File: config.mk
export PLATFORM = sky130hd
export DESIGN_NAME = serial_pkt_rx
export DESIGN_NICKNAME = d
export VERILOG_FILES = /design/src/rtl/spr_pkg.sv /design/src/rtl/spr_sync.sv /design/src/rtl/spr_framer.sv /design/src/rtl/spr_addr_ctr.sv /design/src/rtl/serial_pkt_rx.sv
export SDC_FILE = /design/constraint.sdc
export NUM_CORES = 1
export LEC_CHECK = 0
export CAP_MARGIN = 10
export CORE_ASPECT_RATIO = 1.25
export CORE_MARGIN = 2
export CORE_UTILIZATION = 30
export DETAILED_ROUTE_END_ITERATION = 10
export SYNTH_ARGS = -nofsm -noshare
export SYNTH_HDL_FRONTEND = slang
export SYNTH_HIERARCHICAL = 1
export SYNTH_SLANG_ARGS = --single-unit
export TNS_END_PERCENT = 10
File: constraint.sdc
create_clock -name clk -period 1.58 [get_ports clk]
set_input_delay 0.237 -clock clk [delete_from_list [all_inputs] [get_ports clk]]
set_output_delay 0.237 -clock clk [all_outputs]
set_load 0.01 [all_outputs]
File: src/rtl/spr_pkg.sv
package spr_pkg;
  localparam int unsigned BYTE_W  = 8;
  localparam int unsigned PKT_LEN = BYTE_W + 1;
  localparam int unsigned SYNC_STAGES = 2;

  typedef enum logic { KIND_CMD = 1'b0, KIND_DATA = 1'b1 } pkt_kind_e;

  // Shift one serial bit into the low end of a byte (MSB arrives first).
  function automatic logic [BYTE_W-1:0] shift_in(input logic [BYTE_W-1:0] cur,
                                                 input logic              b);
    return {cur[BYTE_W-2:0], b};
  endfunction
endpackage

File: src/rtl/spr_sync.sv
module spr_sync #(
  parameter int unsigned W       = 3,
  parameter int unsigned STAGES  = 2,
  parameter logic [W-1:0] RST_VAL = '0
) (
  input  logic         clk,
  input  logic         rst_n,
  input  logic [W-1:0] d,
  output logic [W-1:0] q
);
  logic [STAGES-1:0][W-1:0] chain;

  always_ff @(posedge clk or negedge rst_n) begin
    if (!rst_n) begin
      for (int s = 0; s < int'(STAGES); s++) chain[s] <= RST_VAL;
    end else begin
      chain[0] <= d;
      for (int s = 1; s < int'(STAGES); s++) chain[s] <= chain[s-1];
    end
  end

  assign q = chain[STAGES-1];
endmodule

File: src/rtl/spr_framer.sv
module spr_framer
  import spr_pkg::*;
#(
  parameter int unsigned CNT_W = $clog2(PKT_LEN)
) (
  input  logic              clk,
  input  logic              rst_n,
  input  logic              sce_s,
  input  logic              sclk_s,
  input  logic              sdata_s,
  output logic              cmd_valid,
  output logic              data_valid,
  output logic [BYTE_W-1:0] byte_out,
  output logic              frame_active,
  output logic              sclk_rise,
  output logic [CNT_W-1:0]  bit_cnt
);
  localparam logic [CNT_W-1:0] LAST_IDX = CNT_W'(PKT_LEN - 1);

  logic              sclk_q;
  logic [BYTE_W-1:0] shreg;
  pkt_kind_e         kind;
  logic              take_bit;
  logic              last_bit;

  assign frame_active = ~sce_s;
  assign sclk_rise    = sclk_s & ~sclk_q;
  assign take_bit     = sclk_rise & frame_active;
  assign last_bit     = take_bit && (bit_cnt == LAST_IDX);

  always_ff @(posedge clk or negedge rst_n) begin
    if (!rst_n) begin
      sclk_q     <= 1'b0;
      shreg      <= '0;
      kind       <= KIND_CMD;
      bit_cnt    <= '0;
      byte_out   <= '0;
      cmd_valid  <= 1'b0;
      data_valid <= 1'b0;
    end else begin
      sclk_q     <= sclk_s;
      cmd_valid  <= 1'b0;
      data_valid <= 1'b0;
      if (!frame_active) begin
        bit_cnt <= '0;
        shreg   <= '0;
        kind    <= KIND_CMD;
      end else if (take_bit) begin
        if (bit_cnt == '0) kind <= pkt_kind_e'(sdata_s);
        else               shreg <= shift_in(shreg, sdata_s);
        if (last_bit) begin
          bit_cnt  <= '0;
          byte_out <= shift_in(shreg, sdata_s);
          if (kind == KIND_DATA) data_valid <= 1'b1;
          else                   cmd_valid  <= 1'b1;
        end else begin
          bit_cnt <= bit_cnt + 1'b1;
        end
      end
    end
  end
endmodule

File: src/rtl/spr_addr_ctr.sv
module spr_addr_ctr #(
  parameter int unsigned AW = 11
) (
  input  logic          clk,
  input  logic          rst_n,
  input  logic          inc,
  input  logic          load,
  input  logic [AW-1:0] load_val,
  output logic [AW-1:0] addr
);
  function automatic logic [AW-1:0] bump(input logic [AW-1:0] a);
    return a + 1'b1;
  endfunction

  always_ff @(posedge clk or negedge rst_n) begin
    if (!rst_n)    addr <= '0;
    else if (load) addr <= load_val;
    else if (inc)  addr <= bump(addr);
  end
endmodule

File: src/rtl/serial_pkt_rx.sv
module serial_pkt_rx
  import spr_pkg::*;
#(
  parameter int unsigned AW = 11
) (
  input  logic              clk,
  input  logic              rst_n,
  input  logic              sce_i,
  input  logic              sclk_i,
  input  logic              sdata_i,
  input  logic              addr_load_i,
  input  logic [AW-1:0]     addr_load_val_i,
  output logic              cmd_valid_o,
  output logic [BYTE_W-1:0] cmd_byte_o,
  output logic              mem_we_o,
  output logic [AW-1:0]     mem_addr_o,
  output logic [BYTE_W-1:0] mem_wdata_o
);
  localparam int unsigned SYNC_W = 3;
  localparam int unsigned IX_SCE = 2;
  localparam int unsigned IX_CLK = 1;
  localparam int unsigned IX_DAT = 0;
  localparam int unsigned CNT_W  = $clog2(PKT_LEN);

  logic [SYNC_W-1:0] raw_lines, sync_lines;
  logic              frame_active, sclk_rise;
  logic [CNT_W-1:0]  bit_cnt;
  logic [BYTE_W-1:0] rx_byte;
  logic              cmd_pulse, data_pulse;

  assign raw_lines = {sce_i, sclk_i, sdata_i};

  spr_sync #(
    .W(SYNC_W), .STAGES(SYNC_STAGES), .RST_VAL(3'b100)
  ) u_sync (
    .clk(clk), .rst_n(rst_n), .d(raw_lines), .q(sync_lines)
  );

  spr_framer #(.CNT_W(CNT_W)) u_framer (
    .clk(clk), .rst_n(rst_n),
    .sce_s(sync_lines[IX_SCE]), .sclk_s(sync_lines[IX_CLK]), .sdata_s(sync_lines[IX_DAT]),
    .cmd_valid(cmd_pulse), .data_valid(data_pulse), .byte_out(rx_byte),
    .frame_active(frame_active), .sclk_rise(sclk_rise), .bit_cnt(bit_cnt)
  );

  spr_addr_ctr #(.AW(AW)) u_addr (
    .clk(clk), .rst_n(rst_n), .inc(data_pulse), .load(addr_load_i),
    .load_val(addr_load_val_i), .addr(mem_addr_o)
  );

  assign cmd_valid_o = cmd_pulse;
  assign cmd_byte_o  = rx_byte;
  assign mem_we_o    = data_pulse;
  assign mem_wdata_o = rx_byte;
endmodule

==> impl_results.md <==
- Status: complete, but fails checks
- Violated checks: negative hold slack
- Internal Power: 1553 µW
- Clock power frac: between 30 and 40%
- Skew final: around 0.01 ns
- TritonCTS clock tree: done
- Yosys warns: 6
- GR Util All Layers: roughly an eighth
- Total grt overflow: 0
- Tmin final: ~1.5 ns
- Syn_nets: roughly 190
- Iteration count of the initial detailed-routing pass: 4
- Diodes inserted: 0
- Setup TNS Final: 0 ns
- Die Y: a little over 90 µm
- Post-synthesis sequential area ratio: a little over half
- Detailed Route Iter0 Violations: 29
- Vias in the first global route: approximately 1400
- Die width: roughly 75 µm
- Net switching power: 518.3 µW
- Slew margin rel.: between 60 and 70%
- Vias per inst: ~4.5
- Total CTS buffers: 5
- VDD IR max: roughly 0.37 mV
- Pin count of the biggest net entering global routing: a little over 40
- Post-Layout Cell Count: ~300
- Fraction of registers with async set/reset: between 90% and 100%
- Endpoint arrival time on the critical path: about 1.3 ns
- Wirelength per Cell: ~12 µm
- Clk root buf: clkbuf_8
- H-tree depth: 2
- Synthesis-stage register bit count: 40
- GPL Wtd Cong: between 0.7 and 0.8
- Syn Area/Cell: 11.36 µm²
- Area added between synthesis and finish: 33.78%
- Met2 wire length: 1.723 mm
- Largest stage delay, worst path: roughly 0.57 ns
- Distinct cell type count after synthesis: between 40 and 50
- Sw frac: between 20% and 30%
- Initial antenna violation count: 0
- Post-layout util: between 40% and 50%
- Reg clk slew, reported paths: roughly 0.080 ns
- Cell family with most CP delay: buffers and inverters
- Final Power: ~2100 µW
- Top_reg_cell synth: dfrtp_1
- Final setup viols: 0
- I/O pin total: 46
- Sinks on Clock Net: 40
- Initial Utilization: between 30% and 40%
- Buffers and inverters on the worst path: 1
- IO Port Bufs: 45
- Hold_ws: -0.005185 ns
- HP Class: in -> async
- Clock Latency Late Sink: roughly 0.29 ns
- Power share of the sequential group: between 50% and 60%
- Met1 Wirelength: around 1.7 mm
- FMAX: approximately 650 MHz
- Slew @ Worst Pin: roughly 0.5 ns
- Antenna Nets Post-Route: 0
- Tcrit/Tclk final: 97.82%
- Cell Area, Synth: around 1900 µm²
- Setup repair after global routing missed its margin: false
- Worst EP required: between 1 and 1.5 ns
- Hold-fix buffers, CTS: 0
- Routed length on met3: ~200 µm
- Post-synth EDFFs: 0
- Leakage: about 0.0011 µW
- Layout Nets: ~230
- Placed cell count: roughly 290
- Startpoint Class: flop
- Max cap viols: 0
- DIE AREA: 6939 µm²
- Via count: between 1000 and 1500
- First-pass GRT wire length: roughly 6.4 mm
- Worst Setup Path Type: reg -> out
- Critical path cell sequence: clkdlybuf4s50_1
- Hold Vio Cnt, Final: 8
- Dpl hpwl: 2.564 mm
- Slew Viols, Final: 0
- Post-route DRC: 0
- Detailed Route WL: 3.651 mm
- Comb pwr share: about an eighth
- Syn Inst Count: ~170
- Core Rows: 32
- Uppermost layer routed: met4
- Max clock buf depth: 2
- Pwr/cell area: roughly 820 nW/µm²
- Slowest stage cell, crit path: clkdlybuf4s50_1
- Peak fanout along the critical path: 6
- CP Capture Type: output pin
- Core area: between 6000 and 7000 µm²
- Layout cells sized above 1: between 20% and 30%
==> power groups by stage <==
stage	clock network, µW	logic [µW]	registers [µW]
after floorplan	0	102	1130
after global placement	0	257	1130
after detailed placement	0	259	1130
after CTS	729	260	1110
after global routing	764	285	1120
final	699	258	1110
==> cell type report <==
cell class | instances | area (µm²)
sequential | 40 | 1010
fill | 580 | 3603
clock inverter | 2 | 10.01
multi-input combinational | 100 | 718.2
inverter | 8 | 42.54
clock buffer | 6 | 82.58
tap | 85 | 106.4
timing repair buffer | 57 | 553.0
==> synth_stat cells, types with 2 or more instances <==
master,count,area share (%)
dfrtp_1,38,50
nand2_1,22,4.4
buf_4,13,5.2
mux2_2,8,4.8
mux2i_1,8,4.2
nand3_1,8,2.1
inv_1,7,1.4
o21ai_0,7,1.9
nor2_1,6,1.2
a21oi_1,4,1.1
or4_1,4,1.6
a31oi_1,3,1.0
ha_1,3,2.0
xor2_1,3,1.4
clkbuf_1,2,0.40
dfstp_2,2,2.8
nand4_1,2,0.66
o211ai_1,2,0.80
o31ai_1,2,0.80
==> placed cells by master, fill, tap and decap left out, types with 2 or more instances in the layout <==
cell             count
clkdlybuf4s50_1     42
dfrtp_1             33
nand2_1             22
buf_4               11
mux2i_1              8
mux2_2               8
o21ai_0              7
nand3_1              7
inv_1                7
clkbuf_8             6
nor2_1               6
dfrtp_2              5
or4_1                4
a21oi_1              4
a31oi_1              3
xor2_1               3
ha_1                 3
clkinv_2             2
dlymetal6s2s_1       2
nand4_4              2
o31ai_1              2
o211ai_1             2
nand4_1              2
dfstp_2              2
==> registers in the layout (all words and copies together), names as in the netlist <==
signal / count
u_framer/sclk_q: 1
u_sync/chain: 3
u_framer/kind: 1
u_addr/addr: 11
u_sync/q: 3
u_framer/cmd_valid: 1
u_framer/byte_out: 8
u_framer/bit_cnt: 4
u_framer/shreg: 7
u_framer/data_valid: 1
==> through the flow <==
step / hold WS (ns) / cell area, µm² / worst slack [ns]
3_3_place_gp: 0.3284 / 2397 / 0.04627
2_1_floorplan: -0.05859 / 1886 / 0.08934
4_1_cts: 0.008801 / 2500 / 0.004025
3_5_place_dp: 0.3285 / 2397 / 0.01465
6_report: -0.005185 / 2522 / 0.03447
5_1_grt: 0.04320 / 2522 / 0.001265
==> layer usage <==
layer / GRT usage [%] / up-vias
met1: 15.33 / 621
li1: - / 662
met2: 18.20 / 41
met3: 3.482 / 8
met4: 4.315 / 0
met5: 0 / -
==> kinds of logic after synthesis <==
logic type	Yosys count	share of synthesized area (%)
AND/OR/NAND/NOR	52	15.66
XOR/XNOR	4	1.858
adder cells (fa/ha/maj)	3	1.991
multiplexers	16	9.025
buffers and inverters	26	9.423
flip-flops	40	53.22
AO/OA/AOI/OAI	25	8.826
==> repair_timing <==
action	CTS	global route
resized for setup	2	7
buffers inserted	1	0
pin swaps	0	1
setup endpoints to repair	3	16
endpoints found under the hold margin	0	0
==> final timing paths <==
| path | startpoint | slack [ns] | to | depth (start not counted) |
|---|---|---|---|---|
| setup / recovery | u_addr/addr[7] | 0.03 | mem_addr_o[7] | 1 |
| hold / removal | rst_n | -0.005 | u_sync/chain[1] | 2 |
| setup reg to reg | u_framer/bit_cnt[1] | 0.11 | u_framer/byte_out[6] | 5 |
| hold reg to reg | u_sync/chain[1] | 0.35 | u_sync/q[1] | 0 |
| max in group asynchronous | rst_n | 1.21 | u_addr/addr[2] | 2 |
| min in group clk | sce_i | 0.35 | u_sync/chain[2] | 1 |
(Power assumes the default switching activity.)
